--- src/rtl/scanline_addr_gen.sv ---
`timescale 1ns/1ps
module scanline_addr_gen #(
  parameter int AW = 32,
  parameter int WW = 12,
  parameter int LW = 12,
  parameter int PW = 16
) (
  input  logic          clk,
  input  logic          rst_n,
  input  logic [AW-1:0] cfg_base,
  input  logic [WW-1:0] cfg_width,
  input  logic [PW-1:0] cfg_pitch,
  input  logic [1:0]    cfg_mode,
  input  logic          line_start,
  input  logic [LW-1:0] line_y,
  output logic          addr_valid,
  input  logic          addr_ready,
  output logic [AW-1:0] addr_out,
  output logic          line_done,
  output logic          mode_err
);
  localparam int TCW = WW - 4;

  logic          busy, done_q, err_q, r_tiled;
  logic [WW-1:0] x, r_width;
  logic [LW-1:0] r_y;
  logic [AW-1:0] r_base;
  logic [PW-1:0] r_pitch;

  wire start_ok   = line_start && !busy;
  wire mode_bad   = (cfg_mode == 2'd1) || (cfg_mode == 2'd2);
  wire last_pix   = (x == r_width - WW'(1));

  always_ff @(posedge clk) begin
    if (!rst_n) begin
      busy    <= 1'b0;
      done_q  <= 1'b0;
      err_q   <= 1'b0;
      r_tiled <= 1'b0;
      x       <= '0;
      r_width <= '0;
      r_y     <= '0;
      r_base  <= '0;
      r_pitch <= '0;
    end else begin
      done_q <= 1'b0;
      err_q  <= 1'b0;
      if (start_ok) begin
        if (mode_bad) begin
          err_q <= 1'b1;
        end else if (cfg_width == '0) begin
          done_q <= 1'b1;
        end else begin
          busy    <= 1'b1;
          x       <= '0;
          r_width <= cfg_width;
          r_y     <= line_y;
          r_base  <= cfg_base;
          r_pitch <= cfg_pitch;
          r_tiled <= (cfg_mode == 2'd3);
        end
      end else if (busy && addr_ready) begin
        if (last_pix) begin
          busy   <= 1'b0;
          done_q <= 1'b1;
        end else begin
          x <= x + WW'(1);
        end
      end
    end
  end

  logic [WW:0]     wid_rnd;
  logic [TCW-1:0]  tiles_per_row, tcol, tcol_eff;
  logic            odd_row;
  logic [1:0]      sub_idx;
  logic [AW-1:0]   tile_lin, lin_addr, til_addr;

  assign wid_rnd       = {1'b0, r_width} + (WW+1)'(31);
  assign tiles_per_row = wid_rnd[WW:5];
  assign tcol          = TCW'(x[WW-1:5]);
  assign odd_row       = r_y[5];
  assign tcol_eff      = odd_row ? (tiles_per_row - TCW'(1) - tcol) : tcol;
  assign tile_lin      = AW'(r_y[LW-1:5]) * AW'(tiles_per_row) + AW'(tcol_eff);
  assign sub_idx       = {x[4] ^ odd_row, x[4] ^ r_y[4]};

  assign til_addr = r_base
                  + (tile_lin << 12)
                  + (AW'(sub_idx) << 10)
                  + (AW'({r_y[3:2], x[3:2]}) << 6)
                  + (AW'({r_y[1:0], x[1:0]}) << 2);
  assign lin_addr = r_base + AW'(r_y) * AW'(r_pitch) + (AW'(x) << 2);

  assign addr_valid = busy;
  assign addr_out   = r_tiled ? til_addr : lin_addr;
  assign line_done  = done_q;
  assign mode_err   = err_q;
endmodule

--- config.mk ---
export PLATFORM = sky130hd
export DESIGN_NAME = scanline_addr_gen
export DESIGN_NICKNAME = d
export VERILOG_FILES = /design/src/rtl/scanline_addr_gen.sv
export SDC_FILE = /design/constraint.sdc
export NUM_CORES = 1
export LEC_CHECK = 0
export BUFFER_PORTS_ARGS = -buffer_cell sky130_fd_sc_hd__buf_4
export CORE_MARGIN = 2
export CORE_UTILIZATION = 43
export DETAILED_ROUTE_END_ITERATION = 12
export GPL_TIMING_DRIVEN = 0
export HOLD_SLACK_MARGIN = 0.1
export PLACE_DENSITY = 0.71
export RECOVER_POWER = 50
export SLEW_MARGIN = 25
export SYNTH_ARGS = -nofsm -noshare
export SYNTH_HDL_FRONTEND = slang
export SYNTH_SLANG_ARGS = --single-unit
--- constraint.sdc ---
create_clock -name clk -period 9.85 [get_ports clk]
set_clock_uncertainty 0.2 [all_clocks]
set_input_delay 0.4925 -clock clk [delete_from_list [all_inputs] [get_ports clk]]
set_output_delay 0.4925 -clock clk [all_outputs]
set_load 0.02 [all_outputs]
==> flow_metrics.py, run 1 <==
metrics = {
    "status": {
        "status": "finished, final reports clean",
    },
    "placement": {
        "dp_cells": 2458,
        "io_buffers": 111,
        "dp_hpwl_mm": 36.5,
        "place_congestion": 0.903,
    },
    "logic_synthesis": {
        "synth_edf_count": 0,
        "synth-compound-area-share": 0.139,
        "ys_async_sr_fraction": 0,
        "synth.area.top_cells": "fa_1 (28%), ha_1 (13%), dfxtp_1 (11%), nand2_1 (8.8%), inv_1 (6.5%)",
        "synth_mux_area_frac": 0.00990,
        "synthesis.area_um2": 15500,
        "yosys_warnings": 0,
        "synthFlopType": "dfxtp_1",
        "yosys_register_bits": 88,
        "synthDominantCellAreaShare": 0.280,
        "syn_inst": 1886,
        "syn_nets": 2347,
        "synthXorXnorAreaFrac": 0.0462,
        "synth_top_area_cell": "fa_1",
        "synthAdderAreaFrac": 0.413,
        "yosys.area_share.simple": 0.191,
        "yosysSeqAreaShare": 0.113,
        "synth_area_per_cell_um2": 8.24,
        "synth_top_family_by_area": "adder cells",
        "yosysUniqueCellTypes": 72,
    },
    "grt": {
        "grt_start_max_net_pins": 16,
        "antenna_found_initial": 2,
        "grt_overflow_total": 0,
        "grt_pass1_vias": 13300,
        "grt_pass1_wl_mm": 69.3,
        "grt_usage": 0.233,
    },
    "pwr": {
        "p_seq_frac": 0.314,
        "p_int_uw": 778,
        "p_sw_uw": 484,
        "peakVddDrop_uv": 88.9,
        "leakagePower_nw": 8.27,
        "switching_share": 0.383,
        "p_clk_frac": 0.314,
        "p_comb_frac": 0.373,
        "power_mw": 1.26,
        "p_per_area_nw_per_um2": 72.9,
    },
    "worst_setup_path": {
        "cp_top_family": "adder cells",
        "cp_slowest_cell": "fa_1",
        "crit_buf_inv": 5,
        "critical_path_peak_fanout": 11,
        "path_common_cell": "fa_1",
        "crit_path_end_kind": "output pin",
        "arrival_ns": 8.64,
        "cp_slowest_stage_delay_ns": 0.53,
        "startpoint_type": "flop",
        "critical_path_class": "flop to output pin",
        "critPathRequiredTime_ns": 9.16,
    },
    "timing": {
        "max_freq_mhz": 107,
        "holdWs_ns": 0.166,
        "tightest_slew_ns": 1.33,
        "slew_headroom": 0.111,
        "period_share": 0.947,
        "setup_tns_ns": 0,
        "hold_violations": 0,
        "rsz0062_at_grt": "no",
        "slew_viol_final": 0,
        "post-route-min-period_ns": 9.33,
        "setup_viol": 0,
    },
    "hold_path": {
        "hp-class": "primary input to flop",
    },
    "clock_network": {
        "cts_setup_buffers": 0,
        "cts_made_buffers": 9,
        "cts_root_buf": "clkbuf_16",
        "clk_pin_slew_ns": 0.07,
        "cts_max_level": 3,
        "cts_tree": "done",
        "cts.sinks": 88,
        "clock_latency_ns": 0.38,
        "clock_path_buffers": 2,
    },
    "floorplanning": {
        "fp-row-count": 69,
        "ios": 113,
        "initial_utilization": 0.437,
        "die_area_um2": 37700,
        "core_area_um2": 35600,
        "die_x_um": 194,
        "die_h_um": 194,
    },
    "finish": {
        "drive_above_1_share": 0.0716,
        "fin_nets": 2468,
        "fill_cells": 3501,
        "diodes": 0,
        "area_growth_pct": 11.3,
        "final_core_util": 0.486,
        "final_cells": 2473,
    },
    "job": {
        "cap_violations": 0,
    },
    "routing": {
        "wl_met1_mm": 18.3,
        "wirelength_mm": 43.6,
        "first_iter_violations": 1063,
        "detail_route.wl_per_cell_um": 17.6,
        "wl_met2_mm": 21.2,
        "dr.pass1.iters": 5,
        "ant_nets": 0,
        "vias_per_cell": 5.41,
        "wl_met3_mm": 2.62,
        "route.detailed.drc": 0,
        "vias": 13400,
        "topRoutingLayerUsed": "met4",
    },
}
==> registers in the layout (all words and copies together), names as in the netlist <==
signal,count
addr_valid,1
line_done,1
mode_err,1
r_base,32
r_pitch,16
r_tiled,1
r_width,12
r_y,12
x,12
==> what timing repair did <==
item / CTS / global route
hold endpoints to repair: 0 / 0
setup endpoints to repair: 0 / 4
hold buffers: 0 / 0
gates resized for setup: 0 / 7
==> per-stage QoR <==
| step | setup WS, ns | instance area [µm²] |
|---|---|---|
| floorplan | 1.75 | 15500 |
| global placement | 0.799 | 17000 |
| detailed placement | 0.719 | 17000 |
| CTS | 0.248 | 17300 |
| global route | 0.0828 | 17300 |
| finish | 0.522 | 17300 |
==> per-layer routing <==
metal  GRT usage  vias to the layer above
met5           0                        -
met4      0.0847                        0
met3      0.0400                       70
met2       0.393                      432
met1       0.301                     6586
li1            -                     6296
==> final cells by class <==
| cell class | count | area [µm²] | share of cell area |
|---|---|---|---|
| Clock inverter | 4 | 56.3 | 0.00325 |
| Inverter | 270 | 1010 | 0.0586 |
| Sequential cell | 88 | 1760 | 0.102 |
| Buffer | 88 | 338 | 0.0195 |
| Timing Repair Buffer | 111 | 818 | 0.0473 |
| Multi-Input combinational cell | 1439 | 12500 | 0.721 |
| Clock buffer | 12 | 267 | 0.0154 |
| Tap cell | 461 | 577 | 0.0333 |
==> cell usage in the layout, fill, tap and decap left out, types with 4 or more instances in the layout <==
master     count
o21ai_0       40
dfxtp_1       88
nand4_1        7
nor3_1        12
nor4_1         6
o21ai_1       10
xnor2_1       41
a31oi_1        6
or2_2          4
clkbuf_16      9
a21oi_1       67
fa_1         217
xor2_1        37
mux2i_1       12
a21boi_1       4
nor2_1        56
a211oi_1      13
clkbuf_1      90
a21o_1        20
nand3_1       16
and3_1        20
a21boi_0      76
inv_1        269
a41oi_1        4
o31ai_1        5
o211ai_1      10
nor2b_1       11
o21a_1        16
ha_1         166
buf_4        107
nand2b_1      13
nand2_1      366
or3_1         11
and2_1        99
a211o_1        7
o31a_1         6
o21bai_1       7
==> power by group through the flow <==
stage	Sequential (mW)	Clock, mW	Combinational, mW
2_1_floorplan	0.395	0	0.309
3_3_place_gp	0.403	0	0.457
3_5_place_dp	0.404	0	0.467
4_1_cts	0.395	0.402	0.470
5_1_grt	0.398	0.413	0.522
6_report	0.396	0.396	0.470
==> worst min-delay path, delay by kind of cell <==
kind	cells	cell delay [ns]
AO/OA/AOI/OAI	1	0.06
AND/OR/NAND/NOR	1	0.04
buffers and inverters	1	0.11
==> kinds of logic after synthesis <==
| kind of cell | after synthesis |
|---|---|
| multiplexers | 15 |
| AND/OR/NAND/NOR | 640 |
| adder cells (fa/ha/maj) | 383 |
| XOR/XNOR | 82 |
| flip-flops | 88 |
| buffers and inverters | 359 |
| AO/OA/AOI/OAI | 319 |
==> synth_stat cells, types with 39 or more instances <==
cell type,n
xor2_1,39
xnor2_1,43
a21boi_0,76
nor2_1,56
fa_1,217
and2_1,100
nand2_1,366
a21oi_1,67
inv_1,269
ha_1,166
clkbuf_1,87
o21ai_0,42
dfxtp_1,88
==> final timing paths <==
kind                            depth (start not counted)                     from  slack [ns]                       to
worst max-delay path                                   36  r_width[2]$_SDFFE_PN0P_        0.52             addr_out[29]
worst min-delay path                                    3             cfg_base[11]        0.17  r_base[11]$_SDFFE_PN0P_
worst max register to register                          7  addr_valid$_SDFFE_PN0P_        6.25     r_tiled$_SDFFE_PN0P_
worst min register to register                          2  r_base[31]$_SDFFE_PN0P_        0.29  r_base[31]$_SDFFE_PN0P_
No activity file was read; power rests on OpenSTA's default activity.
==> run 2, diff against run 1 <==
--- a/config.mk
+++ b/config.mk
@@ -5,6 +5,7 @@
 export SDC_FILE = /design/constraint.sdc
 export NUM_CORES = 1
 export LEC_CHECK = 0
+export ABC_AREA = 1
 export BUFFER_PORTS_ARGS = -buffer_cell sky130_fd_sc_hd__buf_4
 export CORE_MARGIN = 2
 export CORE_UTILIZATION = 43
==> flow_metrics.py, run 2 <==
metrics = {
    "finish": {
        "fill_cells": 3833,
        "seqCellArea_um2": 1760,
        "area_growth_pct": 10.6,
        "final_common_cell": "nand2_1",
        "largest_reg_flops": 32,
        "multi_input_area_um2": 12200,
        "final_cells": 2944,
        "fin_nets": 2889,
        "largest-register": "r_base",
        "drive_above_1_share": 0.0608,
        "diodes": 0,
        "final_cell_mix": "nand2_1 (509), inv_1 (492), fa_1 (217)",
        "fin_area_um2": 17900,
        "reg.largest.list": "r_base (32), r_pitch (16)",
    },
    "placement": {
        "place_area_um2": 17700,
        "post-place-ws_ns": 0.981,
        "place_congestion": 0.944,
        "dp_cells": 2927,
        "dp_hpwl_mm": 44.8,
        "io_buffers": 111,
    },
    "timing": {
        "hold_violations": 0,
        "post-route-min-period_ns": 9.09,
        "holdWs_ns": 0.195,
        "slew_headroom": 0.260,
        "max_freq_mhz": 110,
        "setup_tns_ns": 0,
        "setup_slack_ns": 0.763,
        "period_share": 0.922,
        "tightest_slew_ns": 1.11,
        "slew_viol_final": 0,
        "rsz0062_at_grt": "no",
        "setup_viol": 0,
    },
    "logic_synthesis": {
        "syn_inst": 2305,
        "yosys_register_bits": 88,
        "synth_edf_count": 0,
        "synth_top_area_cell": "fa_1",
        "yosysUniqueCellTypes": 48,
        "yosys_warnings": 0,
        "synth_common_cells": "nand2_1 (509), inv_1 (492), fa_1 (217), a21oi_1 (194), o21ai_0 (180)",
        "synthDominantCellAreaShare": 0.268,
        "synthFlopType": "dfxtp_1",
        "yosysSeqAreaShare": 0.109,
        "ys_async_sr_fraction": 0,
        "synth_area_per_cell_um2": 7.02,
        "syn_nets": 2766,
        "synthesis.area_um2": 16200,
        "synth.area.top_cells": "fa_1 (27%), ha_1 (13%), nand2_1 (12%), inv_1 (11%), dfxtp_1 (11%)",
        "yosysMostFrequentCell": "nand2_1",
    },
    "hold_path": {
        "hp-class": "primary input to flop",
    },
    "floorplanning": {
        "fp-row-count": 71,
        "ios": 113,
        "die_h_um": 198,
        "die_x_um": 198,
        "die_area_um2": 39200,
        "initial_utilization": 0.433,
        "core_area_um2": 37400,
    },
    "worst_setup_path": {
        "critPathRequiredTime_ns": 9.16,
        "arrival_ns": 8.39,
        "critical_path_class": "flop to output pin",
        "cp_slowest_stage_delay_ns": 0.53,
        "critical_path_peak_fanout": 7,
        "startpoint_type": "flop",
        "cp_slowest_cell": "fa_1",
        "cp_top_family": "adder cells",
        "crit_path_end_kind": "output pin",
        "crit_buf_inv": 8,
        "path_common_cell": "inv_1",
    },
    "pwr": {
        "peakVddDrop_uv": 132,
        "leakagePower_nw": 9.25,
        "p_per_area_nw_per_um2": 118,
    },
    "routing": {
        "vias": 15600,
        "vias_per_cell": 5.28,
        "ant_nets": 0,
        "first_iter_violations": 1117,
        "route.detailed.drc": 0,
        "wirelength_mm": 52.7,
        "detail_route.wl_per_cell_um": 17.9,
        "dr.pass1.iters": 6,
    },
    "grt": {
        "grt_usage": 0.278,
        "grt_pass1_vias": 15800,
        "grt_pass1_wl_mm": 83.5,
        "antenna_found_initial": 0,
        "grt_overflow_total": 0,
        "grt_start_max_net_pins": 17,
    },
    "clock_network": {
        "cts_tree": "done",
        "clock_path_buffers": 2,
        "clock_latency_ns": 0.38,
        "cts_made_buffers": 9,
        "cts_root_buf": "clkbuf_16",
        "ctsHoldBuffers": 0,
        "cts_max_level": 3,
        "clk_pin_slew_ns": 0.08,
        "cts.sinks": 88,
    },
    "job": {
        "cap_violations": 0,
    },
    "status": {
        "status": "finished, final reports clean",
    },
}
==> run 2: cell types whose count changed in the layout (fill, tap and decap cells not counted), sizes merged, moves of 18 or more <==
cell    previous run  this run
xnor2             43         7
and2             100         2
a21boi            80         4
nand3             16        73
inv              272       498
nor2              56       167
a21oi             68       199
nand2            366       511
and3              20         2
o21ai             50       188
==> run 2: worst register-to-register path: cells and delay by family, from the launching register on <==
family	cells	cell delay (ns)
compound gates	2	0.34
flops	1	0.34
buf+inv	2	0.85
simple gates	2	1.28
==> run 2: cell type report <==
type | count | share of cell area
Multi-Input combinational cell | 1643 | 0.682
Inverter | 495 | 0.104
Sequential cell | 88 | 0.0984
Timing Repair Buffer | 112 | 0.0459
Tap cell | 511 | 0.0357
Buffer | 79 | 0.0187
Clock buffer | 10 | 0.0133
Clock inverter | 6 | 0.00266
==> run 2: report_power, final <==
group | internal, mW | switching (mW)
Combinational | 0.458 | 0.850
Clock | 0.182 | 0.182
Sequential | 0.389 | 0.0470
Total | 1.03 | 1.08
==> run 2: cell families after synthesis <==
logic type | count (synthesis) | share of synthesized area
XOR/XNOR | 31 | 0.0168
flip-flops | 88 | 0.109
adder cells (fa/ha/maj) | 383 | 0.397
buffers and inverters | 574 | 0.136
AO/OA/AOI/OAI | 421 | 0.137
AND/OR/NAND/NOR | 808 | 0.204
==> run 2: worst paths after layout <==
kind | depth (start not counted) | slack [ns] | start | to
setup reg to reg | 6 | 6.71 | addr_valid$_SDFFE_PN0P_ | r_width[8]$_SDFFE_PN0P_
hold / removal | 3 | 0.19 | cfg_base[0] | r_base[0]$_SDFFE_PN0P_
hold reg to reg | 2 | 0.28 | r_base[0]$_SDFFE_PN0P_ | r_base[0]$_SDFFE_PN0P_
setup / recovery | 40 | 0.76 | r_width[0]$_SDFFE_PN0P_ | addr_out[26]
==> run 2: layer usage <==
metal	vias to the layer above	routed length (µm)	GRT usage
li1	7387	-	-
met1	7530	22600	0.358
met2	535	24900	0.475
met3	101	3080	0.0344
met4	0	2070	0.109
met5	-	0	0
==> run 2: metrics by stage <==
| stage | utilization | power (mW) |
|---|---|---|
| final | 0.479 | 2.11 |
| after global placement | 0.472 | 1.71 |
| after global routing | 0.479 | 2.27 |
| after CTS | 0.480 | 2.10 |
| after detailed placement | 0.472 | 1.72 |
| after floorplan | - | 1.27 |
==> run 2: timing repair <==
item	in CTS	in global routing
resized for setup	0	0
setup buffers	0	1
endpoints found under the setup margin	0	2
